## config.mk

```make
export PLATFORM = sky130hd
export DESIGN_NAME = seconds_alarm
export DESIGN_NICKNAME = d
export VERILOG_FILES = /design/src/rtl/alarm_pkg.sv /design/src/rtl/alarm_value_reg.sv /design/src/rtl/alarm_flag_ctl.sv /design/src/rtl/seconds_alarm.sv
export SDC_FILE = /design/constraint.sdc
export NUM_CORES = 1
export LEC_CHECK = 0
export BUFFER_PORTS_ARGS = -buffer_cell sky130_fd_sc_hd__buf_2
export CORE_UTILIZATION = 42
export DETAILED_ROUTE_END_ITERATION = 10
export PLACE_DENSITY = 0.77
export SLEW_MARGIN = 20
export SYNTH_ARGS = -nofsm -noshare
export SYNTH_HDL_FRONTEND = slang
export SYNTH_HIERARCHICAL = 1
export SYNTH_SLANG_ARGS = --single-unit
```

## constraint.sdc

```tcl
create_clock -name clk -period 1.7 [get_ports clk]
set_input_delay 0.17 -clock clk [delete_from_list [all_inputs] [get_ports clk]]
set_output_delay 0.17 -clock clk [all_outputs]
set_load 0.03 [all_outputs]
```

## src/rtl/alarm_pkg.sv

```systemverilog
package alarm_pkg;

    localparam int unsigned TIME_W_DEF = 32;

    typedef enum logic [1:0] {
        FL_HOLD  = 2'd0,
        FL_SET   = 2'd1,
        FL_CLEAR = 2'd2
    } flag_act_e;

    typedef struct packed {
        logic wr;
        logic tick;
        logic hit;
    } flag_evt_t;

    function automatic flag_act_e decide_act(input flag_evt_t ev);
        if (ev.wr)
            return FL_CLEAR;
        else if (ev.tick && ev.hit)
            return FL_SET;
        else
            return FL_HOLD;
    endfunction

endpackage

```

## src/rtl/alarm_value_reg.sv

```systemverilog
module alarm_value_reg #(
    parameter int unsigned TIME_W = 32
) (
    input  logic              clk,
    input  logic              rst,
    input  logic              wr,
    input  logic [TIME_W-1:0] wdata,
    output logic [TIME_W-1:0] value
);
    always_ff @(posedge clk) begin
        if (rst)
            value <= '0;
        else if (wr)
            value <= wdata;
    end

    // a write is visible on the readback one edge later
    p_wr_loads_r6: assert property (@(posedge clk) disable iff (rst)
        wr |=> value == $past(wdata));

    // without a write the stored value does not move
    p_value_held_r6: assert property (@(posedge clk) disable iff (rst)
        !wr |=> $stable(value));
endmodule

```

## src/rtl/alarm_flag_ctl.sv

```systemverilog
module alarm_flag_ctl
    import alarm_pkg::*;
#(
    parameter int unsigned TIME_W = 32
) (
    input  logic              clk,
    input  logic              rst,
    input  logic              wr,
    input  logic              tick,
    input  logic [TIME_W-1:0] sec_value,
    input  logic [TIME_W-1:0] alarm_value,
    output logic              flag
);
    flag_evt_t evt;
    flag_act_e act;

    always_comb begin
        evt.wr   = wr;
        evt.tick = tick;
        evt.hit  = (sec_value == alarm_value);
        act      = decide_act(evt);
    end

    always_ff @(posedge clk) begin
        if (rst)
            flag <= 1'b0;
        else begin
            unique case (act)
                FL_SET:   flag <= 1'b1;
                FL_CLEAR: flag <= 1'b0;
                default:  flag <= flag;
            endcase
        end
    end

    // a strobe on a matching count sets the flag
    p_match_sets_r2: assert property (@(posedge clk) disable iff (rst)
        (tick && !wr && sec_value == alarm_value) |=> flag);

    // without a strobe a low flag stays low
    p_no_tick_no_set_r3: assert property (@(posedge clk) disable iff (rst)
        (!flag && !tick) |=> !flag);

    // the flag is sticky until a write
    p_sticky_r4: assert property (@(posedge clk) disable iff (rst)
        (flag && !wr) |=> flag);

    // a write always leaves the flag clear
    p_wr_clears_r5: assert property (@(posedge clk) disable iff (rst)
        wr |=> !flag);
endmodule

```

## src/rtl/seconds_alarm.sv

```systemverilog
module seconds_alarm
    import alarm_pkg::*;
#(
    parameter int unsigned TIME_W = TIME_W_DEF
) (
    input  logic              clk,
    input  logic              rst,
    input  logic [TIME_W-1:0] sec_value,
    input  logic              sec_tick,
    input  logic              alm_wr,
    input  logic [TIME_W-1:0] alm_wdata,
    input  logic              irq_en,
    output logic              alarm_flag,
    output logic [TIME_W-1:0] alm_rdata,
    output logic              irq
);
    logic [TIME_W-1:0] stored;
    logic              flag_q;

    alarm_value_reg #(.TIME_W(TIME_W)) u_value (
        .clk   (clk),
        .rst   (rst),
        .wr    (alm_wr),
        .wdata (alm_wdata),
        .value (stored)
    );

    alarm_flag_ctl #(.TIME_W(TIME_W)) u_flag (
        .clk         (clk),
        .rst         (rst),
        .wr          (alm_wr),
        .tick        (sec_tick),
        .sec_value   (sec_value),
        .alarm_value (stored),
        .flag        (flag_q)
    );

    assign alarm_flag = flag_q;
    assign alm_rdata  = stored;
    assign irq        = flag_q & irq_en;

    // the request never appears while disabled or without the flag
    p_irq_gated_r7: assert property (@(posedge clk) disable iff (rst)
        irq |-> (alarm_flag && irq_en));

    // state leaving reset is clear
    p_reset_state_r1: assert property (@(posedge clk)
        $past(rst) |-> (!alarm_flag && alm_rdata == '0));
endmodule

```

# ---- Word level (Yosys, flattened, before mapping)
# Index checks and enable logic that the tools add are counted.
# W data, S select, Z words.
dict set report classes {
  n_addsub 0
  n_mul 0
  n_div 0
  n_lt_le_gt_ge 0
  n_eq_ne 3
  shift 0
  muxes 3
  bitwise_logic 1
  reduce_logical 2
}
# operator n
set ops {}
lappend ops {{$eq A32 B32 Y1} 1}
lappend ops {{$eq A2 B1 Y1 const B} 1}
lappend ops {{$eq A2 B2 Y1 const B} 1}
lappend ops {{$mux W2} 1}
lappend ops {{$pmux W1 S2} 1}
lappend ops {{$reduce_bool A2 Y1} 1}
lappend ops {{$and A1 B1 Y1} 1}
lappend ops {{$logic_and A1 B1 Y1} 1}
lappend ops {{$mux W1} 1}
dict set report word_totals {
  reg_bits 33
  latchBits 0
  ram_bits 0
  rom_bits 0
  out_inout_bits 34
  wordCells 11
  memories 0
}

# ---- Depth between registers and ports, before layout
# Gate-level depths: netlist of the first run.
dict set report depth {
  ltp_word 6
  depth_mapped 5
}

# ---- Hierarchy
# The synthesis of the first run kept the hierarchy.
# mod instances cells_per_inst area_per_inst_um2 seq_area_each_um2
set modules_own_cells {}
lappend modules_own_cells {alarm_value_reg 1 103 1163.6 640.6}
lappend modules_own_cells {alarm_flag_ctl 1 51 395.4 20.0}
lappend modules_own_cells {seconds_alarm 1 1 6.3 0.0}

# ---- Worst setup path before layout of the first run
# No wires, ideal clock.
dict set report synth_timing {
  path_kind {register -> register}
  from {register u_value.value[16]}
  to {register u_flag.flag}
  setup_time_ps 60
  arrival_ps 1526
  path_slack_ps 115
  stages_incl_launch_ff 5
  path_buffers 0
  synth_period_minus_slack_ps 1585
  path_cell_list {dfxtp_1 -> xor2_1 -> or4_1 -> nor4_1 -> a22o_1}
}
dict set report synth_via {
  elab_chain_cells 6
  word_cells_on_any_way 8
  classes_between {eq/ne (3); mux (3); reduce/logical (2)}
}
# element line_no
set synth_rtl {}
lappend synth_rtl {{from (decl)} alarm_value_reg.sv:8} ;# output logic [TIME_W-1:0] value
lappend synth_rtl {{from (signal assigned)} alarm_value_reg.sv:14} ;# value <= wdata;
lappend synth_rtl {{$eq A32 B32 Y1 *} alarm_flag_ctl.sv:20} ;# evt.hit = (sec_value == alarm_value);
lappend synth_rtl {{$logic_and A1 B1 Y1 *} alarm_pkg.sv:20} ;# else if (ev.tick && ev.hit)
lappend synth_rtl {{$mux W1 *} alarm_pkg.sv:20}
lappend synth_rtl {{$mux W2 *} alarm_pkg.sv:18} ;# if (ev.wr)
lappend synth_rtl {{$eq A2 B2 Y1 or $eq A2 B1 Y1 (tied branches)} alarm_flag_ctl.sv:28} ;# unique case (act)
lappend synth_rtl {{$pmux W1 S2 or $reduce_bool A2 Y1 (tied branches)} --}
lappend synth_rtl {{to (signal assigned)} alarm_flag_ctl.sv:31} ;# default: flag <= flag;
lappend synth_rtl {{to (decl)} alarm_flag_ctl.sv:12} ;# output logic flag
# Every way passes the cells marked *; elsewhere a longest branch is shown, timed or not.
# A chain may end at the register's enable or synchronous reset.

# ---- Final worst setup path of the first run
# Ends and elaborated chain as after synthesis.

==> results of run 1 <==
state kept, by name (all words and copies together), names as in the netlist:
name / flops
u_value/value: 32
u_flag/flag: 1
final cells by class:
cell class	count	share of cell area
Clock buffer	6	0.0338
Clock inverter	2	0.00466
Inverter	4	0.00699
Multi-Input combinational cell	111	0.376
Sequential cell	33	0.308
Tap cell	46	0.0268
Timing Repair Buffer	104	0.245
cell usage in the layout (no fill, tap or decap), types with 3 or more instances in the layout:
cell type / instances
nor2_1: 33
nand4_1: 3
clkbuf_8: 5
nor4_1: 5
xnor2_1: 11
mux2i_1: 32
dfxtp_1: 33
xor2_1: 17
inv_1: 4
buf_2: 102
cell usage after synthesis (all sizes together), types with 2 or more instances:
master  count  area share
dfxtp      33        0.42
nor2       33       0.079
mux2i      32        0.20
xor2       17       0.095
xnor2      11       0.062
nor4        5       0.020
buf         4       0.046
inv         4      0.0096
a22o        3       0.018
clkbuf      3      0.0072
nand4       3       0.012
o21ai       2      0.0064
final timing paths:
path | startpoint | end
worst min register to register | u_value/value[4]$_SDFFE_PP0P_ | u_value/value[4]$_SDFFE_PP0P_
worst min-delay path | alm_wdata[10] | u_value/value[10]$_SDFFE_PP0P_
worst max register to register | u_value/value[16]$_SDFFE_PP0P_ | u_flag/flag$_SDFFE_PP0P_
worst max-delay path | u_value/value[16]$_SDFFE_PP0P_ | u_flag/flag$_SDFFE_PP0P_
per-stage QoR:
step | total power, mW | cell area (µm²) | hold slack, ns | std cells | util
2_1_floorplan | 1.13 | 1570 | 0.242 | 155 | -
3_3_place_gp | 1.26 | 2070 | 0.401 | 298 | 0.600
3_5_place_dp | 1.27 | 2070 | 0.414 | 298 | 0.600
4_1_cts | 1.82 | 2150 | 0.116 | 306 | 0.624
5_1_grt | 1.89 | 2150 | 0.123 | 306 | 0.624
6_report | 1.80 | 2150 | 0.122 | 306 | 0.624
critical path, cell delays in order (launching register included):
cell	delay (ns)
dfxtp_1	0.33
xor2_1	0.16
or4_1	0.51
nor4_1	0.28
a22o_1	0.15
layer usage:
layer  global-route usage  wire length (µm)  vias up
met2                0.316              1760       66
met1                0.212              1580      650
li1                     -                 -      728
met3               0.0803               353        4
met5                    0                 0        -
met4               0.0872                40        0
logic make-up after synthesis:
kind of cell,after synthesis,synth area share
AOI/OAI and AO/OA,6,0.0280
xor gates and xnor gates,28,0.157
buffers and inverters,11,0.0623
DFF,33,0.422
muxes,32,0.205
and+or+nand+nor,45,0.126
report_power, final:
| group | total (mW) | switching [mW] | internal [mW] |
|---|---|---|---|
| Clock | 0.549 | 0.266 | 0.283 |
| Combinational | 0.393 | 0.218 | 0.175 |
| Sequential | 0.857 | 0.0382 | 0.819 |
| Total | 1.80 | 0.522 | 1.28 |
==> impl_metrics.toml, run 1 <==
[worst_setup_path]
start_kind = "flop"
end_kind = "flop"
rrSetupSlack_ns = 0.21
critical_path_required_ns = 1.93
arrival_ns = 1.72
rr_worst_depth = 4
crit_type = "flop to flop"
cp_max_fo = 3

[cts]
cts_setup_buffers = 0
htreeDepth = 2
cts.hold.buffers_added = 0
root_buffer = "clkbuf_8"
post_cts_resized = 0
numCtsBuffers = 5
clkLatencyLatePin_ns = 0.28
cts_tree = "done"
clk_pin_slew_ns = 0.06
cts_buffer_depth = 2
cts_sinks = 33

[floorplan]
design.die.area_um2 = 3970
dieHeight_um = 63.0
coreArea_um2 = 3440
initial_core_util = 0.455
num_rows = 21
die_w_um = 63.0
top_level_ports = 103

[synthesis]
ys_warn_count = 6
syn_avg_cell_area_um2 = 10.1
syn-cell-area_um2 = 1570
synthFlopType = "dfxtp_1"
yosys.cell_types.count = 19
ys_ff_latch = 33
synth_nets = 224
async_flop_share = 0
syn-instance-count = 155
synth_edf_count = 0
ys_seq_area_frac = 0.422

[global_route]
grt_max_degree = 33
grt.total_usage = 0.192
first_global_vias = 1316
grt_pass1_wl_um = 5780
antenna_found_initial = 0
grt_overflow = 0

[detailed_routing]
firstDrtPassIters = 4
drt_iter0_markers = 60
ant_nets = 0
finalWirelength_um = 3730
via_count = 1448
viasPerCell = 4.73
routedWlPerCell_um = 12.2
route.detailed.drc = 0

[timing]
skew_ns = 0.00333
rsz0062_at_grt = "no"
period_needed_ns = 1.49
worst_pin_slew_ns = 0.549
slew_headroom = 0.634
fin_crit_sh = 0.877
hold_viol = 0
worst_slack_ns = 0.209
setup_viol = 0
drv_slew = 0
fmax_mhz = 671
setup_tns_ns = 0

[cells_and_area]
multi_input_area_um2 = 807
drive_above_1_share = 0.431
area.growth.synth_to_final_pct = 37.3
n_antenna_cell = 0
fill_cells = 313
nets = 328
regArea_um2 = 661

[hold_path]
hp-class = "input port to flop"
holdPathStages = 3

[placed_design]
post-place-ws_ns = 0.183
place_congestion = 0.716
post-dp-hpwl_um = 2800
numPortBuffers = 102

[power_and_ir_drop]
powerDensity_nw_per_um2 = 837
ir_drop_mv = 0.625
p_leak_nw = 1.17

[flow_run]
cap_violations = 0

[outcome]
status = "complete, no violations"
Note: power is estimated with default switching activity, not from simulation.
==> run 2: changes to the inputs <==
--- a/config.mk
+++ b/config.mk
@@ -9,6 +9,7 @@
 export CORE_UTILIZATION = 42
 export DETAILED_ROUTE_END_ITERATION = 10
 export PLACE_DENSITY = 0.77
+export RECOVER_POWER = 25
 export SLEW_MARGIN = 20
 export SYNTH_ARGS = -nofsm -noshare
 export SYNTH_HDL_FRONTEND = slang
==> impl_metrics.toml, run 2 (same netlist as run 1, synthesis figures left out) <==
[cts]
numCtsBuffers = 5
post_cts_resized = 0
cts_sinks = 33
htreeDepth = 2
root_buffer = "clkbuf_8"
clk_pin_slew_ns = 0.06
cts_setup_buffers = 0
clkLatencyLatePin_ns = 0.28
cts_buffer_depth = 2
cts_tree = "done"
cts.hold.buffers_added = 0

[worst_setup_path]
crit_type = "flop to flop"
arrival_ns = 1.72
critical_path_required_ns = 1.93
end_kind = "flop"
cp_max_fo = 3
rrSetupSlack_ns = 0.21
rr_worst_depth = 4
startpoint = "u_value/value[16]$_SDFFE_PP0P_"
start_kind = "flop"
r2r_start = "u_value/value[16]$_SDFFE_PP0P_"
r2r-end = "u_flag/flag$_SDFFE_PP0P_"

[timing]
drv_slew = 0
worst_pin_slew_ns = 1.07
period_needed_ns = 1.49
slew_headroom = 0.289
setup_viol = 0
whs_ns = 0.123
skew_ns = 0.00333
hold_viol = 0
fin_crit_sh = 0.877
rsz0062_at_grt = "no"
fmax_mhz = 671
setup_tns_ns = 0

[detailed_routing]
viasPerCell = 4.74
drt_iter0_markers = 56
ant_nets = 0
firstDrtPassIters = 4
finalWirelength_um = 3750
route.detailed.drc = 0
via_count = 1450
routedWlPerCell_um = 12.3

[global_route]
grt_use_met3 = 0.0803
grt_pass1_wl_um = 5780
grt_overflow = 0
grt_util_met2 = 0.316
grt_max_degree = 33
antenna_found_initial = 0
grt_util_met1 = 0.212
first_global_vias = 1316
grt.total_usage = 0.192
top_usage_layer = "met2"

[cells_and_area]
largest_register = "u_value/value"
area.growth.synth_to_final_pct = 37.1
final_area_um2 = 2150
nets = 328
layout_commonest_cell = "buf_2"
largest_reg_flops = 32
drive_above_1_share = 0.431
layout_common_cells = "buf_2, nor2_1, dfxtp_1"
utilization = 0.623
reg_top3 = "u_value/value (32), u_flag/flag (1)"
n_antenna_cell = 0

[outcome]
status = "complete, no violations"

[power_and_ir_drop]
p_leak_nw = 1.17
powerDensity_nw_per_um2 = 839
power_mw = 1.80
ir_drop_mv = 0.625

[placed_design]
placed_area_um2 = 2070
numPortBuffers = 102
post-dp-hpwl_um = 2800
place_congestion = 0.716

[floorplan]
coreArea_um2 = 3440
dieHeight_um = 63.0
top_level_ports = 103
num_rows = 21
die_w_um = 63.0
design.die.area_um2 = 3970
initial_core_util = 0.455

[flow_run]
cap_violations = 0

[hold_path]
hp-start = "alm_wdata[10]"
hp-class = "input port to flop"
holdPathStages = 3
whs_endpoint = "u_value/value[10]$_SDFFE_PP0P_"
run 2: changes by cell type in the layout (fill, tap and decap cells not counted):
| cell | previous run | this run |
|---|---|---|
| clkbuf_2 | 0 | 1 |
| buf_4 | 2 | 1 |
run 2: worst max path at each step:
| stage | endpoint | cells past startpoint |
|---|---|---|
| floorplan | u_flag/flag$_SDFFE_PP0P_ | 4 |
| global placement | u_flag/flag$_SDFFE_PP0P_ | 6 |
| detailed placement | u_flag/flag$_SDFFE_PP0P_ | 6 |
| CTS | u_flag/flag$_SDFFE_PP0P_ | 4 |
| global route | u_flag/flag$_SDFFE_PP0P_ | 5 |
| finish | u_flag/flag$_SDFFE_PP0P_ | 4 |
run 2: worst max-delay path: stages, from the launching register on:
cell and delay [ns]:
dfxtp_1 0.33, xor2_1 0.16, or4_1 0.51, nor4_1 0.28, a22o_1 0.15
run 2: area by class of cell:
cell class	count	area (µm²)
Fill cell	313	1300
Multi-Input combinational cell	111	807
Sequential cell	33	661
Timing Repair Buffer	104	523
Clock buffer	6	72.6
Tap cell	46	57.6
Inverter	4	15.0
Clock inverter	2	10.0
run 2: metal layers:
| metal | vias to the layer above | part of all wire |
|---|---|---|
| li1 | 728 | - |
| met1 | 650 | 0.42 |
| met2 | 68 | 0.47 |
| met3 | 4 | 0.097 |
| met4 | 0 | 0.011 |
| met5 | - | 0 |
run 2: report_power, final:
| part | total, mW | internal [mW] | leakage, nW | switching [mW] |
|---|---|---|---|---|
| clock | 0.549 | 0.283 | 0.0450 | 0.266 |
| combinational | 0.394 | 0.176 | 0.851 | 0.218 |
| sequential | 0.857 | 0.819 | 0.272 | 0.0382 |
run 2: through the flow:
step	setup slack [ns]	cells
after global routing	0.0739	306
after CTS	0.205	306
after global placement	0.247	298
after floorplan	0.115	155
after detailed placement	0.183	298
final	0.209	306
==> run 3: changes to the inputs <==
--- a/config.mk
+++ b/config.mk
@@ -5,8 +5,9 @@
 export SDC_FILE = /design/constraint.sdc
 export NUM_CORES = 1
 export LEC_CHECK = 0
+export ABC_AREA = 1
 export BUFFER_PORTS_ARGS = -buffer_cell sky130_fd_sc_hd__buf_2
-export CORE_UTILIZATION = 42
+export CORE_UTILIZATION = 45
 export DETAILED_ROUTE_END_ITERATION = 10
 export PLACE_DENSITY = 0.77
 export RECOVER_POWER = 25
==> impl_metrics.toml, run 3 <==
[outcome]
status = "complete, no violations"

[power_and_ir_drop]
p_switching_mw = 0.633
p_comb_frac = 0.254
p_int_mw = 1.31
power_mw = 1.94
powerDensity_nw_per_um2 = 761
seqPwrFrac = 0.451
p_sw_frac = 0.326
p_leak_nw = 1.59
clkPwrFrac = 0.296
ir_drop_mv = 0.580

[global_route]
grt_max_degree = 27
antenna_found_initial = 0
grt_pass1_wl_um = 6830
grt_overflow = 0
grt.total_usage = 0.200
first_global_vias = 1711

[timing]
slew_headroom = 0.385
period_needed_ns = 1.20
drv_slew = 0
hold_viol = 0
setup_viol = 0
rsz0062_at_grt = "no"
worst_slack_ns = 0.503
setup_tns_ns = 0
fmax_mhz = 836
skew_ns = 0.00438
fin_crit_sh = 0.704
worst_pin_slew_ns = 0.923

[synthesis]
synthFlopType = "dfxtp_1"
muxShareOfSynthArea = 0
synth-simple-area-share = 0.406
synth_common_cells = "nand2_1, nor2_1, inv_1"
async_flop_share = 0
yosysTopAreaCellShare = 0.340
ys_seq_area_frac = 0.340
post-synth-top-count-cell = "nand2_1"
synth_compound_area_frac = 0.0109
syn-instance-count = 335
syn_avg_cell_area_um2 = 5.80
synth_xor_area_frac = 0.0541
ys_ff_latch = 33
yosys.cell_types.count = 15
synthAdderAreaFrac = 0
ys_warn_count = 6
synth_nets = 404
yosysTopAreaCell = "dfxtp_1"
syn-cell-area_um2 = 1940
synth_edf_count = 0
yosys-top-cells-area = "dfxtp_1, nand2_1, nor2_1, inv_1, xnor2_1"
synth_top_family_by_area = "simple AND/OR/NAND/NOR gates"

[worst_setup_path]
cp_slowest_cell = "clkbuf_1"
crit_path_frequent_cell = "nand2_1"
startpoint = "alm_wr"
r2r-end = "u_flag/flag$_SDFFE_PP0P_"
critical_path_required_ns = 1.88
endpoint = "u_value/value[16]$_SDFFE_PP0P_"
rr_worst_depth = 8
cp_max_fo = 22
path_cells = "clkbuf_1, buf_4, nand2_1, nand2_1, nor2_1"
crit_type = "input port to flop"
slowest_delay_ns = 0.67
start_kind = "input port"
arrival_ns = 1.38
r2r_start = "u_value/value[13]$_SDFFE_PP0P_"
end_kind = "flop"
rrSetupSlack_ns = 0.53

[detailed_routing]
top_layer = "met4"
ant_nets = 0
finalWirelength_um = 4360
via_count = 2104
drt_iter0_markers = 75
route.detailed.drc = 0
wl_met3_um = 348
routedWlPerCell_um = 8.92
met2_length_um = 2020
wl_met1_um = 1970
firstDrtPassIters = 4
viasPerCell = 4.30

[floorplan]
top_level_ports = 103
coreArea_um2 = 4090
die_w_um = 67.7
design.die.area_um2 = 4580
num_rows = 23
initial_core_util = 0.476
dieHeight_um = 67.7

[hold_path]
hp-start = "rst"
hp-class = "input port to flop"

[cts]
root_buffer = "clkbuf_8"
cts_setup_buffers = 0
cts_tree = "done"
numCtsBuffers = 5
cts_buffer_depth = 2
htreeDepth = 2
clkLatencyLatePin_ns = 0.29
post_cts_resized = 0
clk_pin_slew_ns = 0.07
cts_sinks = 33
cts.hold.buffers_added = 0

[cells_and_area]
reg_top3 = "u_value/value (32), u_flag/flag (1)"
largest_register = "u_value/value"
drive_above_1_share = 0.267
n_antenna_cell = 0
layout_commonest_cell = "nand2_1"
nets = 507
largest_reg_flops = 32
fill_cells = 429
final_cells = 489
area.growth.synth_to_final_pct = 31.2
layout_common_cells = "nand2_1, buf_2, nor2_1"
final_area_um2 = 2550

[placed_design]
post-dp-hpwl_um = 3510
placed_area_um2 = 2460
numPortBuffers = 102
dp.cells = 481
place_congestion = 0.767
post-place-ws_ns = 0.509

[flow_run]
cap_violations = 0
==> run 3: cell count changes in the layout (fill, tap and decap cells not counted), moves of 5 or more <==
cell and delta:
nand2_1 +116, inv_1 +68, nor2_1 +47, mux2i_1 -32
xor2_1 -15, nor4_1 -5
==> run 3: logic make-up (layout without fill, tap and decap cells) <==
| family | Yosys count | in the layout |
|---|---|---|
| AOI/OAI and AO/OA | 3 | 3 |
| xor gates and xnor gates | 12 | 12 |
| buffers and inverters | 83 | 187 |
| DFF | 33 | 33 |
| and+or+nand+nor | 204 | 204 |
==> run 3: area by class of cell <==
| type | instances | area [µm²] | area share |
|---|---|---|---|
| Clock buffer | 5 | 68.8 | 0.0270 |
| Clock inverter | 3 | 17.5 | 0.00687 |
| Inverter | 73 | 274 | 0.107 |
| Multi-Input combinational cell | 219 | 915 | 0.359 |
| Sequential cell | 33 | 661 | 0.259 |
| Tap cell | 50 | 62.6 | 0.0245 |
| Timing Repair Buffer | 106 | 552 | 0.216 |
==> run 3: metal layers <==
layer | vias up | GRT usage
met5 | - | 0
met4 | 0 | 0.0479
met3 | 4 | 0.0760
met2 | 68 | 0.355
met1 | 885 | 0.220
li1 | 1147 | -
==> run 3: worst min-delay path by stage <==
stage	endpoint	cells after the start
final	u_flag/flag$_SDFFE_PP0P_	3
after global placement	u_flag/flag$_SDFFE_PP0P_	3
after floorplan	u_flag/flag$_SDFFE_PP0P_	2
after global routing	u_flag/flag$_SDFFE_PP0P_	3
after CTS	u_flag/flag$_SDFFE_PP0P_	3
after detailed placement	u_flag/flag$_SDFFE_PP0P_	3
==> run 3: power by group through the flow <==
stage	clock network, mW	registers, mW	logic [mW]
2_1_floorplan	0	0.990	0.231
3_3_place_gp	0	0.890	0.484
3_5_place_dp	0	0.892	0.496
4_1_cts	0.590	0.875	0.497
5_1_grt	0.622	0.883	0.558
6_report	0.573	0.874	0.493
==> run 3: worst max-delay path, delay by kind of cell <==
family        cells  cell delay (ns)
simple gates      3             0.18
buf+inv           2             1.02
==> run 3: stage by stage <==
step	hold WS, ns	utilization
2_1_floorplan	0.331	-
3_3_place_gp	0.431	0.603
3_5_place_dp	0.432	0.603
4_1_cts	0.128	0.624
5_1_grt	0.123	0.624
6_report	0.135	0.624
